<file path="config.mk">
export PLATFORM = sky130hd
export DESIGN_NAME = share_bypass_ctl
export DESIGN_NICKNAME = d
export VERILOG_FILES = /design/src/rtl/share_bypass_ctl.sv
export SDC_FILE = /design/constraint.sdc
export NUM_CORES = 1
export LEC_CHECK = 0
export BUFFER_PORTS_ARGS = -buffer_cell sky130_fd_sc_hd__buf_2
export CORE_MARGIN = 5
export CORE_UTILIZATION = 40
export DETAILED_ROUTE_END_ITERATION = 10
export PLACE_DENSITY = 0.84
export SLEW_MARGIN = 20
export SYNTH_ARGS = -nofsm -noshare
export SYNTH_HDL_FRONTEND = slang
export SYNTH_SLANG_ARGS = --single-unit
</file>
<file path="constraint.sdc">
create_clock -name clk -period 1.4 [get_ports clk]
set_input_delay 0.07 -clock clk [delete_from_list [all_inputs] [get_ports clk]]
set_output_delay 0.07 -clock clk [all_outputs]
set_load 0.02 [all_outputs]
</file>
<file path="src/rtl/share_bypass_ctl.sv">
module share_bypass_ctl #(
  parameter int IDX_W = 12,
  parameter int TAG_W = 8
) (
  input  logic             clk,
  input  logic             rst_n,
  input  logic             lk_valid,
  output logic             lk_ready,
  input  logic [1:0]       lk_op,
  input  logic [IDX_W-1:0] lk_idx,
  input  logic             lk_new,
  input  logic             lk_rws,
  input  logic             lk_dc_copy,
  output logic             rsp_valid,
  input  logic             rsp_ready,
  output logic [IDX_W-1:0] rsp_idx,
  output logic             rsp_data,
  output logic             rsp_byp,
  output logic             rsp_rws,
  output logic             rsp_inv_dc,
  input  logic             rq_valid,
  output logic             rq_ready,
  input  logic             rq_kind,
  input  logic             rq_byp,
  input  logic [TAG_W-1:0] rq_tag,
  output logic             dc_valid,
  input  logic             dc_ready,
  output logic [TAG_W-1:0] dc_tag,
  output logic [1:0]       dc_act
);
  localparam logic [1:0] OP_MEMRD = 2'd0;
  localparam logic [1:0] OP_RFD   = 2'd1;
  localparam logic [1:0] ACT_FILL = 2'd0;
  localparam logic [1:0] ACT_SKIP = 2'd1;
  localparam logic [1:0] ACT_MEM  = 2'd2;
  localparam logic [1:0] ACT_DC   = 2'd3;

  logic             lk_full, new_q, rws_q, copy_q;
  logic [1:0]       op_q;
  logic [IDX_W-1:0] idx_q;
  logic             rq_full, kind_q, byp_q;
  logic [TAG_W-1:0] tag_q;
  logic             old_rws, learn, nxt_rws;

  assign lk_ready = !lk_full || rsp_ready;
  assign rq_ready = !rq_full || dc_ready;

  always_ff @(posedge clk) begin
    if (!rst_n) begin
      lk_full <= 1'b0;
      rq_full <= 1'b0;
    end else begin
      if (lk_ready) lk_full <= lk_valid;
      if (rq_ready) rq_full <= rq_valid;
    end
  end

  always_ff @(posedge clk) begin
    if (lk_valid && lk_ready) begin
      op_q   <= lk_op;
      idx_q  <= lk_idx;
      new_q  <= lk_new;
      rws_q  <= lk_rws;
      copy_q <= lk_dc_copy;
    end
    if (rq_valid && rq_ready) begin
      kind_q <= rq_kind;
      byp_q  <= rq_byp;
      tag_q  <= rq_tag;
    end
  end

  assign old_rws = rws_q && !new_q;
  assign learn   = (op_q != OP_MEMRD);
  assign nxt_rws = old_rws || learn;

  assign rsp_valid  = lk_full;
  assign rsp_idx    = idx_q;
  assign rsp_rws    = nxt_rws;
  assign rsp_data   = (op_q == OP_MEMRD) || (op_q == OP_RFD);
  assign rsp_byp    = rsp_data && nxt_rws;
  assign rsp_inv_dc = lk_full && learn && !old_rws && copy_q;

  assign dc_valid = rq_full;
  assign dc_tag   = tag_q;
  always_comb begin
    if (!kind_q) dc_act = byp_q ? ACT_SKIP : ACT_FILL;
    else         dc_act = byp_q ? ACT_MEM  : ACT_DC;
  end
endmodule

</file>
After elaboration in Yosys (flattened, before gate mapping)
Cells that the tools add are included.

Flip-flop bits (word level): 29. Word-level logic and storage cells: 31. Output and inout bits: 30.

Equal/unequal tests: 1. Muxes and demuxes: 3. Reduce and logical (&&, ||, !) cells: 17.

Operators by type and width (number): $logic_and 1x1->1 (7); $logic_not 1->1 (4); $logic_or 1x1->1 (4); $eq 2x1->1 const B (1); $logic_not 2->1 (1); $mux 1 (2); $mux 2 (1); $reduce_bool 2->1 (1).

Depth between registers and ports, before layout
Depth after elaboration: 5. Depth in mapped cells: 2.

Least setup slack after synthesis
Ideal clock, no wire load.

Path kind: register -> register. Start point: register lk_full (netlist: rsp_valid). End point: register copy_q, enable pin. Stages on the path, launching flop included: 3. Data arrival time: 1.010 ns. Buffers on the path: 0. Slack: 0.015 ns. Setup time: 0.375 ns. Path through: dfxtp_1 > nand2b_4 > and2_1.

Cells in the longest elaborated chain, start to end: 3.

Ends and longest elaborated chain: start, declared (line 38) `logic lk_full, new_q, rws_q, copy_q;`; start signal, assigned (line 53) `if (lk_ready) lk_full <= lk_valid;`; $logic_not 1->1 (line 45) `assign lk_ready = !lk_full || rsp_ready;`; $logic_or 1x1->1 (line 45); via lk_ready (line 8) `output logic lk_ready,`; $logic_and 1x1->1 (line 59) `if (lk_valid && lk_ready) begin`; end signal, assigned (line 64) `copy_q <= lk_dc_copy;`; end, declared (line 38).

The timed path passes the listed nets, and every way through them passes these cells. A chain may end at the register's enable or synchronous reset.

Worst setup path after layout
Start point: register op_q[1]. End point: output rsp_inv_dc.

Cells in the longest elaborated chain, start to end: 4.

Ends and longest elaborated chain: start, declared (line 39) `logic [1:0] op_q;`; start signal, assigned (line 60) `op_q <= lk_op;`; $reduce_bool 2->1 (line 74) `assign learn = (op_q != OP_MEMRD);`; $logic_and 1x1->1 (3 in series) (line 82) `assign rsp_inv_dc = lk_full && learn && !old_rws && copy_q;`; end, declared (line 20) `output logic rsp_inv_dc,`.

No other way between the ends.

==> impl_metrics.toml <==
[run_status]
run_status = "complete, no violations"

[sta]
drv_slew = 0
rsz0062_at_grt = "false"
min_period_ps = 1300
setup_tns_ps = 0
worstMarginPinSlew_ps = 407
clock_skew_ps = 12.7
slew_headroom_pct = 72.9
finalHoldViolations = 0
clock.fmax_ghz = 0.767
fin_crit_sh_pct = 93.1
setup_viol = 0

[clocking]
max-clock-path-buffers = 2
root_buffer = "clkbuf_4"
cts_tree = "built"
insertion_delay_ps = 330
cts_made_buffers = 5
post-cts-setup-buffers = 0
cts_resized = 0
cts_num_sinks = 29
cts.htree.levels = 2
clk_pin_slew_worst_paths_ps = 90

[global_route]
grt_usage_pct = 15.2
overflow = 0
grt_pass1_vias = 835
grt_use_met2_pct = 26.2
grtUsageMet3_pct = 8.28
antenna_found_initial = 0
busiest_layer = "met2"
grt_pass1_wl_mm = 3.73
grt_max_degree = 18
use_met1_pct = 14.7

[route]
viasPerCell = 4.23
drtPass1Iterations = 4
finalWirelength_mm = 2.56
drt_iter0_drc = 5
ant_nets = 0
avgRoutedWirePerCell_um = 14.7
vias = 736
drc_errors = 0

[place]
io_buffers = 62
dp_hpwl_mm = 1.53
place.gp.congestion = 0.628
dpl-instance-area_sq_mm = 0.00133

[power_and_ir_drop]
peakVddDrop_mv = 0.817
powerDensity_mw_per_mm2 = 1050
leakage_uw = 0.000756

[logic_synthesis]
synthDistinctLibCells = 13
ys_ff_latch = 29
syn-cell-area_sq_um = 973
ys_seq_area_share_pct = 87.4
synthCells = 46
avgSynthCellArea_sq_um = 21.2
yosys_warnings = 0
synth_nets = 79

[finish]
fin_area_sq_mm = 0.00168
diodes = 0
drive_gt1_share_pct = 49.3
area_growth_pct = 72.8
fin_nets = 178

[critical_path]
cp_max_fo = 3
startpoint_type = "register"
critical_path_class = "reg -> out"
worst_path_largest_cell_delay_ps = 420
worstPathCellList = "nor2_1 > and4b_1 > buf_2"
required_ps = 1330
cp-end-kind = "output pin"
crit_arrival_ps = 1230
cpMaxStageDelayCell = "edfxtp_1"
critPathBufInv = 1
crit_family = "flip-flops"

[flow_run]
maxCapViolCount = 0

[hold_path]
min_path_type = "in -> reg"

[die]
start_util_pct = 42.8
ios = 63
die_h_um = 59.3
coreArea_sq_mm = 0.00228
fp.dieW_um = 59.3
rows = 17
dieArea_sq_mm = 0.00352
-- kinds of logic after synthesis --
| logic type | synth area share [%] |
|---|---|
| flops | 87.4 |
| buf+inv | 2.31 |
| compound gates | 2.06 |
| simple gates | 7.33 |
| xor+xnor | 0.900 |
-- area by class of cell --
cell class	instances	area, sq um
inverter	4	15.0
fill	159	594
clock buffer	5	37.5
sequential	29	851
multi-input combinational	12	100
timing repair buffer	93	631
clock inverter	3	12.5
tap	28	35.0
-- through the flow --
stage | util (%) | power [uW] | worst slack [ps] | cells | hold WS (ps)
after floorplan | - | 1150 | 15.0 | 46 | 169
after global placement | 58.5 | 1250 | 318 | 136 | 246
after detailed placement | 58.5 | 1260 | 267 | 136 | 248
after CTS | 73.4 | 1760 | 93.4 | 173 | 9.10
after global routing | 73.9 | 1840 | 45.7 | 174 | 50.6
final | 73.9 | 1770 | 96.4 | 174 | 35.0
-- cell usage after synthesis --
master	instances	share of area [%]
inv_1	4	1.5
edfxtp_1	27	83
dfxtp_1	2	4.1
nor2_1	1	0.39
and4b_1	1	1.0
a21boi_1	1	0.77
and2_1	2	1.3
xor2_1	1	0.90
a21oi_1	1	0.51
nand2_1	1	0.39
a21boi_0	1	0.77
nand2b_4	3	4.2
buf_4	1	0.77
-- layer usage --
layer	wire (um)	part of all wire, %	vias up
li1	-	-	364
met1	899	35	319
met2	1270	50	50
met3	358	14	3
met4	31	1.2	0
met5	0	0	-
-- flip-flops by register name, summed over array words and instances (netlist names) --
register   count
dc_valid       1
rws_q          1
new_q          1
rsp_valid      1
dc_tag         8
rsp_idx       12
byp_q          1
op_q           2
copy_q         1
kind_q         1
-- worst min-delay path, stage by stage --
cell and delay (ps):
buf_2 70, nand2b_4 110, a21boi_1 50
-- report_power, final --
| part | total [uW] | switching [uW] | internal, uW |
|---|---|---|---|
| sequential | 1020 | 17.6 | 1010 |
| clock | 465 | 284 | 181 |
| combinational | 280 | 139 | 141 |
-- final timing paths --
| kind | from | to | slack [ps] | cells after the start |
|---|---|---|---|---|
| min reg2reg | dc_valid$_SDFFE_PN0P_ | dc_valid$_SDFFE_PN0P_ | 520 | 2 |
| max reg2reg | dc_valid$_SDFFE_PN0P_ | dc_tag[6]$_DFFE_PP_ | 270 | 2 |
| min | rsp_ready | rsp_valid$_SDFFE_PN0P_ | 40 | 3 |
| max | op_q[1]$_DFFE_PP_ | rsp_inv_dc | 100 | 3 |
-- placed cells by master (no fill, tap or decap), types with 2 or more instances in the layout --
cell,count
inv_1,4
nand2b_4,3
edfxtp_1,27
and2_1,2
clkinv_1,2
buf_2,62
clkbuf_4,5
dlygate4sd3_1,30
dfxtp_1,2
-- repair_timing --
action / CTS / global route
hold buffers: 29 / 1
hold endpoints to repair: 29 / 1
endpoints found under the setup margin: 0 / 0
Note: power is estimated with default switching activity, not from simulation.
